## src/rtl/exu_pkg.sv

```systemverilog
package exu_pkg;
  localparam int XLEN    = 32;
  localparam int REG_AW  = 5;
  localparam int IMM_W   = 16;
  localparam int OPC_W   = 6;
  localparam int FN_W    = 6;
  localparam int SHAMT_W = 5;

  localparam logic [OPC_W-1:0] OPC_REG   = 6'h00;
  localparam logic [OPC_W-1:0] OPC_ADDI  = 6'h09;
  localparam logic [OPC_W-1:0] OPC_ANDI  = 6'h0C;
  localparam logic [OPC_W-1:0] OPC_ORI   = 6'h0D;
  localparam logic [OPC_W-1:0] OPC_UPPER = 6'h0F;

  localparam logic [FN_W-1:0] FN_SHL  = 6'h00;
  localparam logic [FN_W-1:0] FN_SHRL = 6'h02;
  localparam logic [FN_W-1:0] FN_SHRA = 6'h03;
  localparam logic [FN_W-1:0] FN_ADD  = 6'h21;
  localparam logic [FN_W-1:0] FN_SUB  = 6'h23;
  localparam logic [FN_W-1:0] FN_OR   = 6'h25;
  localparam logic [FN_W-1:0] FN_XOR  = 6'h26;
  localparam logic [FN_W-1:0] FN_NOR  = 6'h27;

  typedef enum logic [3:0] {
    K_ADD, K_SUB, K_OR, K_XOR, K_NOR, K_AND, K_SHL, K_SHRL, K_SHRA, K_PASSB
  } kind_e;

  typedef enum logic [1:0] {
    B_REG, B_SIGNED, B_UNSIGNED, B_HIGH
  } bsel_e;

  typedef struct packed {
    logic  legal;
    kind_e kind;
    bsel_e bsel;
    logic  dst_in_rd;
  } ctrl_t;
endpackage

```

## src/rtl/exu_decode.sv

```systemverilog
module exu_decode
  import exu_pkg::*;
(
  input  logic [XLEN-1:0]   instr,
  output ctrl_t             ctrl,
  output logic [REG_AW-1:0] dest_idx
);
  logic [OPC_W-1:0] opc;
  logic [FN_W-1:0]  fn;

  assign opc = instr[31:26];
  assign fn  = instr[FN_W-1:0];

  always_comb begin
    ctrl           = '0;
    ctrl.kind      = K_PASSB;
    ctrl.bsel      = B_REG;
    ctrl.dst_in_rd = 1'b0;
    unique case (opc)
      OPC_REG: begin
        ctrl.legal     = 1'b1;
        ctrl.dst_in_rd = 1'b1;
        case (fn)
          FN_ADD:  ctrl.kind = K_ADD;
          FN_SUB:  ctrl.kind = K_SUB;
          FN_OR:   ctrl.kind = K_OR;
          FN_XOR:  ctrl.kind = K_XOR;
          FN_NOR:  ctrl.kind = K_NOR;
          FN_SHL:  ctrl.kind = K_SHL;
          FN_SHRL: ctrl.kind = K_SHRL;
          FN_SHRA: ctrl.kind = K_SHRA;
          default: ctrl.legal = 1'b0;
        endcase
      end
      OPC_ADDI: begin
        ctrl.legal = 1'b1;
        ctrl.kind  = K_ADD;
        ctrl.bsel  = B_SIGNED;
      end
      OPC_ANDI: begin
        ctrl.legal = 1'b1;
        ctrl.kind  = K_AND;
        ctrl.bsel  = B_UNSIGNED;
      end
      OPC_ORI: begin
        ctrl.legal = 1'b1;
        ctrl.kind  = K_OR;
        ctrl.bsel  = B_UNSIGNED;
      end
      OPC_UPPER: begin
        ctrl.legal = 1'b1;
        ctrl.kind  = K_PASSB;
        ctrl.bsel  = B_HIGH;
      end
      default: ctrl.legal = 1'b0;
    endcase
  end

  always_comb begin
    if (!ctrl.legal)       dest_idx = '0;
    else if (ctrl.dst_in_rd) dest_idx = instr[15:11];
    else                   dest_idx = instr[20:16];
  end
endmodule

```

## src/rtl/exu_operand.sv

```systemverilog
module exu_operand
  import exu_pkg::*;
#(
  parameter int W  = XLEN,
  parameter int IW = IMM_W
) (
  input  bsel_e         bsel,
  input  logic [W-1:0]  reg_b,
  input  logic [IW-1:0] imm,
  output logic [W-1:0]  op_b
);
  localparam int PAD = W - IW;

  logic [W-1:0] imm_s, imm_z, imm_h;

  assign imm_s = {{PAD{imm[IW-1]}}, imm};
  assign imm_z = {{PAD{1'b0}}, imm};

  generate
    if (PAD >= IW) begin : g_high_pad
      assign imm_h = {imm, {(W-IW){1'b0}}};
    end else begin : g_high_cut
      assign imm_h = W'({imm, {PAD{1'b0}}});
    end
  endgenerate

  always_comb begin
    unique case (bsel)
      B_SIGNED:   op_b = imm_s;
      B_UNSIGNED: op_b = imm_z;
      B_HIGH:     op_b = imm_h;
      default:    op_b = reg_b;
    endcase
  end
endmodule

```

## src/rtl/exu_shifter.sv

```systemverilog
module exu_shifter #(
  parameter int W      = 32,
  parameter bit BARREL = 1'b1,
  localparam int SW    = $clog2(W)
) (
  input  logic [W-1:0]  din,
  input  logic [SW-1:0] amt,
  input  logic          to_left,
  input  logic          arith,
  output logic [W-1:0]  dout
);
  logic [W-1:0] lres, rres;

  generate
    if (BARREL) begin : g_barrel
      always_comb begin
        lres = din;
        rres = din;
        for (int k = 0; k < SW; k++) begin
          if (amt[k]) begin
            lres = lres << (1 << k);
            if (arith) rres = W'($signed(rres) >>> (1 << k));
            else       rres = rres >> (1 << k);
          end
        end
      end
    end else begin : g_direct
      always_comb begin
        lres = din << amt;
        if (arith) rres = W'($signed(din) >>> amt);
        else       rres = din >> amt;
      end
    end
  endgenerate

  assign dout = to_left ? lres : rres;
endmodule

```

## src/rtl/exu_alu.sv

```systemverilog
module exu_alu
  import exu_pkg::*;
#(
  parameter int W       = XLEN,
  parameter int SW      = SHAMT_W,
  parameter bit BARREL  = 1'b1
) (
  input  kind_e         kind,
  input  logic [W-1:0]  op_a,
  input  logic [W-1:0]  op_b,
  input  logic [W-1:0]  sh_src,
  input  logic [SW-1:0] sh_amt,
  output logic [W-1:0]  res
);
  logic [W-1:0] sum, diff, shout;
  logic         is_left, is_arith;

  assign sum      = op_a + op_b;
  assign diff     = op_a - op_b;
  assign is_left  = (kind == K_SHL);
  assign is_arith = (kind == K_SHRA);

  exu_shifter #(.W(W), .BARREL(BARREL)) u_shift (
    .din    (sh_src),
    .amt    (sh_amt),
    .to_left(is_left),
    .arith  (is_arith),
    .dout   (shout)
  );

  always_comb begin
    unique case (kind)
      K_ADD:                res = sum;
      K_SUB:                res = diff;
      K_OR:                 res = op_a | op_b;
      K_XOR:                res = op_a ^ op_b;
      K_NOR:                res = ~(op_a | op_b);
      K_AND:                res = op_a & op_b;
      K_SHL, K_SHRL, K_SHRA: res = shout;
      default:              res = op_b;
    endcase
  end
endmodule

```

## src/rtl/int_exec_unit.sv

```systemverilog
module int_exec_unit
  import exu_pkg::*;
#(
  parameter bit BARREL_SHIFT = 1'b1
) (
  input  logic              in_valid,
  output logic              in_ready,
  input  logic [XLEN-1:0]   instr,
  input  logic [XLEN-1:0]   rs_val,
  input  logic [XLEN-1:0]   rt_val,
  output logic              out_valid,
  input  logic              out_ready,
  output logic [XLEN-1:0]   result,
  output logic [REG_AW-1:0] dest,
  output logic              wr_en,
  output logic              illegal
);
  ctrl_t             ctrl;
  logic [REG_AW-1:0] dest_idx;
  logic [XLEN-1:0]   op_b;
  logic [XLEN-1:0]   alu_res;

  exu_decode u_dec (
    .instr   (instr),
    .ctrl    (ctrl),
    .dest_idx(dest_idx)
  );

  exu_operand #(.W(XLEN), .IW(IMM_W)) u_opnd (
    .bsel (ctrl.bsel),
    .reg_b(rt_val),
    .imm  (instr[IMM_W-1:0]),
    .op_b (op_b)
  );

  exu_alu #(.W(XLEN), .SW(SHAMT_W), .BARREL(BARREL_SHIFT)) u_alu (
    .kind  (ctrl.kind),
    .op_a  (rs_val),
    .op_b  (op_b),
    .sh_src(rt_val),
    .sh_amt(instr[10:6]),
    .res   (alu_res)
  );

  assign in_ready  = out_ready;
  assign out_valid = in_valid;
  assign illegal   = ~ctrl.legal;
  assign result    = ctrl.legal ? alu_res : '0;
  assign dest      = dest_idx;
  assign wr_en     = in_valid & ctrl.legal & (dest_idx != '0);
endmodule

```

## config.mk

```make
export PLATFORM = sky130hd
export DESIGN_NAME = int_exec_unit
export DESIGN_NICKNAME = d
export VERILOG_FILES = /design/src/rtl/exu_pkg.sv /design/src/rtl/exu_decode.sv /design/src/rtl/exu_operand.sv /design/src/rtl/exu_shifter.sv /design/src/rtl/exu_alu.sv /design/src/rtl/int_exec_unit.sv
export SDC_FILE = /design/constraint.sdc
export NUM_CORES = 1
export LEC_CHECK = 0
export BUFFER_PORTS_ARGS = -buffer_cell sky130_fd_sc_hd__buf_2
export CAP_MARGIN = 20
export CORE_ASPECT_RATIO = 2
export CORE_MARGIN = 2
export CORE_UTILIZATION = 45
export DETAILED_ROUTE_END_ITERATION = 10
export PLACE_DENSITY_LB_ADDON = 0.08
export SYNTH_ARGS = -nofsm -noshare
export SYNTH_HDL_FRONTEND = slang
export SYNTH_HIERARCHICAL = 1
export SYNTH_SLANG_ARGS = --single-unit
```

## constraint.sdc

```tcl
create_clock -name vclk -period 7.26
set_clock_uncertainty 0.15 [all_clocks]
set_input_delay 1.089 -clock vclk [all_inputs]
set_output_delay 1.089 -clock vclk [all_outputs]
set_load 0.03 [all_outputs]
```

# --- Yosys cells after proc, flatten, opt, wreduce, memory -nomap -nowiden ---
# Cells that the tools add are included.
totals:
  ff_bits: 0
  in_bits: 98
op_classes:
  add_sub_neg: 2
  n_eq_ne: 22
  n_mux: 27
  bitwise: 7
  reduce_logical: 8
op_table:
  columns: ["cell", "n"]
  rows:
  - ["$mux 32", 17]
  - ["$pmux 32 s7", 1]
  - ["$pmux 32 s3", 1]
  - ["$add 32x32->32", 1]
  - ["$and 32x32->32", 1]
  - ["$not 32->32", 1]
  - ["$or 32x32->32", 1]
  - ["$pmux 4 s8", 1]
  - ["$sub 32x32->32", 1]
  - ["$xor 32x32->32", 1]
  - ["$eq 6x6->1 const B", 5]
  - ["$eq 6x4->1 const B", 4]
  - ["$eq 4x3->1 const B", 4]
  - ["$pmux 4 s4", 1]
  - ["$eq 6x2->1 const B", 2]
  - ["$logic_not 6->1", 2]
  - ["$mux 5", 2]
  - ["$eq 4x2->1 const B", 2]
  - ["$reduce_or 8->1", 1]
  - ["$pmux 2 s3", 1]
  - ["$reduce_bool 5->1", 1]
  - ["$eq 2x2->1 const B", 2]
  - ["$eq 4x1->1 const B", 1]
  - ["$eq 4x4->1 const B", 1]
  - ["9 further kinds", 11]

# --- Depth between registers and ports, before layout ---
logic_depth:
  word_depth: 17
  ltp_mapped: 25

# --- Modules after synthesis ---
# Netlist, hierarchy kept.
by_module_without_submodules:
  columns: ["module", "instances", "cells_each", "area_each_um2", "seq_area_each_um2"]
  rows:
  - ["exu_alu", 1, 698, 4793.3, 0.0]
  - ["exu_shifter", 1, 496, 4078.9, 0.0]
  - ["exu_operand", 1, 94, 795.8, 0.0]
  - ["exu_decode", 1, 47, 315.3, 0.0]
  - ["int_exec_unit", 1, 40, 246.5, 0.0]

# --- Worst setup path before layout ---
# No wires, ideal clock.
synth_path:
  kind: "input to output"
  from: "in instr[28]"
  to: "out result[25]"
  arrival_time_ns: 5.622
  required_ns: 6.021
  path_slack_ns: 0.399
  stages: 24
  n_path_buf: 4
  cell_sequence: "buf_2 -> xor2_1 -> nor4_1 -> buf_2 -> nor2b_1 -> buf_2 -> buf_2 -> o2bb2ai_1 -> or4_4 -> nor3_4 -> nand3_1 -> o21ai_0 -> xnor2_1 -> ha_1 -> a21oi_1 -> o21ai_1 -> o41ai_2 -> o21ai_0 -> or3_1 -> o31a_1 -> a31oi_1 -> xor2_1 -> a21oi_1 -> and2_1"
synth_lines:
  columns: ["item", "line_no", "rtl"]
  rows:
  - ["start: declaration", "int_exec_unit.sv:8", "input logic [XLEN-1:0] instr,"]
  - ["end: declaration", "int_exec_unit.sv:13", "output logic [XLEN-1:0] result,"]

==> metrics <==
Starting Density 45.4%; Die Width 111 um; startpoint types input pin; hold path cells 0; Core ar. 22500 um^2; Mean Syn Cell Area 7.44 um^2; pins over their slew limit 0; Logic pwr share 100.0%; Fin. Hold Viols 0; internal power 0.433 mW; peak supply drop 59.4 uV; vias 12.5k; Antenna Cells 0; routed wire length 51600 um; Max-cap violations 0; met2 WL 25900 um; setup violators final 0; post-synthesis cell count 1374; Avg WL per Cell 27.1 um; WS Path Type input pin to primary output; Slew HR 34.3%; total grt overflow 0; CP Max Fanout 6; std cell rows 78; Clk pwr share 0%; IO Port Bufs 132; pin slew with the least headroom to its limit 0.982 ns; Max Clk Rate 0.140 GHz; initial antenna violation count 0; largest net degree at the start of global routing 99; Synthesis Warnings 6; period utilization 98.4%; required time worst endpoint 6.02 ns; P_sw 0.575 mW; CP Capture Point result[25]; vias in the first global route 12.5k; GRT Resource Usage Total 41.0%; status complete, no violations; cell area after synthesis 10200 um^2; fin crit period 7.14 ns; WL met3 2700 um; final core utilization 57.3%; Die Y 217 um; clock buf count 0; Starting DRT DRC Count 985; Max Used Layer met4; sequential power share 0%; setup_tns 0 ns; detailed placement HPWL 41000 um; syn_nets 1569; first drt pass iteration count 6; CP arrival 5.91 ns; Seq Cell Count 0; global-route wire length before repair 76100 um; Sw Share 57.0%; Final nets 1820; WL met1 16700 um; HP Class input pin to primary output; Final Wtd Congestion 1.07; share of cells above drive strength 1 32.5%; Die ar. 24000 um^2; Static Leak 5.86 nW; Via density 6.58; DRT antenna net count 0; critical path launch point instr[30]; Setup crit end kind primary output; Pwr Density 78.0 nW/um^2; # DRC 0; CTS hold repair buffers 0; area occupied by registers 0 um^2; Syn-to-layout area delta 26.4%; io pins 139
[layout by cell type, fill, tap and decap left out, drive strengths merged, types with 32 or more instances in the layout]
| master | count |
|---|---|
| a21oi | 101 |
| a221oi | 35 |
| and2 | 40 |
| buf | 363 |
| ha | 96 |
| inv | 81 |
| mux2i | 97 |
| mux4 | 57 |
| nand2 | 126 |
| nand2b | 32 |
| nor2 | 92 |
| o21ai | 83 |
| xnor2 | 51 |
[per-layer routing]
| metal | GRT usage [%] | vias to the layer above |
|---|---|---|
| li1 | - | 5678 |
| met1 | 39.9 | 6068 |
| met2 | 74.3 | 551 |
| met3 | 4.85 | 228 |
| met4 | 38.5 | 0 |
| met5 | 0 | - |
[stage by stage]
stage | cell area, um^2 | worst slack (ns) | power (mW) | hold slack (ns) | std cells
after floorplan | 10200 | 0.409 | 0.561 | 2.16 | 1374
after global placement | 12400 | -0.323 | 0.927 | 2.03 | 1886
after detailed placement | 12400 | -0.311 | 0.937 | 2.03 | 1886
after CTS | 12600 | 0.0130 | 0.951 | 2.03 | 1891
after global routing | 12900 | -0.0197 | 1.07 | 2.03 | 1903
final | 12900 | 0.115 | 1.01 | 2.03 | 1903
[final cells by class]
class | count | area (um^2)
inverters | 81 | 304
well taps | 280 | 350
multi-input cells | 1176 | 9730
fillers | 2235 | 9620
repair buffers | 366 | 2540
[critical path: stages]
cell and delay [ns]:
buf_2 0.12, buf_4 0.14, nor4_4 0.35, buf_6 0.19, buf_6 0.10, o2bb2ai_1 0.07
or4_4 0.56, nor3_4 0.17, buf_4 0.16, nand3_4 0.09, o21ai_2 0.19, xnor2_1 0.11
ha_1 0.35, buf_4 0.16, nand2_1 0.06, nor2_1 0.04, a211oi_2 0.14, buf_4 0.17
a211oi_4 0.10, or3_4 0.40, o31a_1 0.29, a31oi_1 0.21, xor2_1 0.23, a21oi_1 0.10
and2_1 0.17, buf_6 0.14
[repair_timing]
item	in CTS	in global routing
gates resized for setup	33	52
gates cloned	0	1
pin swaps	20	34
setup buffers	7	11
endpoints found under the setup margin	12	12
[worst min-delay path by stage]
stage,start,to,slack [ns]
6_report,out_ready,in_ready,2.03
5_1_grt,out_ready,in_ready,2.03
4_1_cts,out_ready,in_ready,2.03
3_5_place_dp,out_ready,in_ready,2.03
3_3_place_gp,out_ready,in_ready,2.03
2_1_floorplan,out_ready,in_ready,2.16
[power groups by stage]
stage | Clock, mW | Combinational, mW | Sequential (mW)
2_1_floorplan | 0 | 0.561 | 0
6_report | 0 | 1.01 | 0
5_1_grt | 0 | 1.07 | 0
3_3_place_gp | 0 | 0.927 | 0
4_1_cts | 0 | 0.951 | 0
3_5_place_dp | 0 | 0.937 | 0
Power figures use the tool's default switching activity.
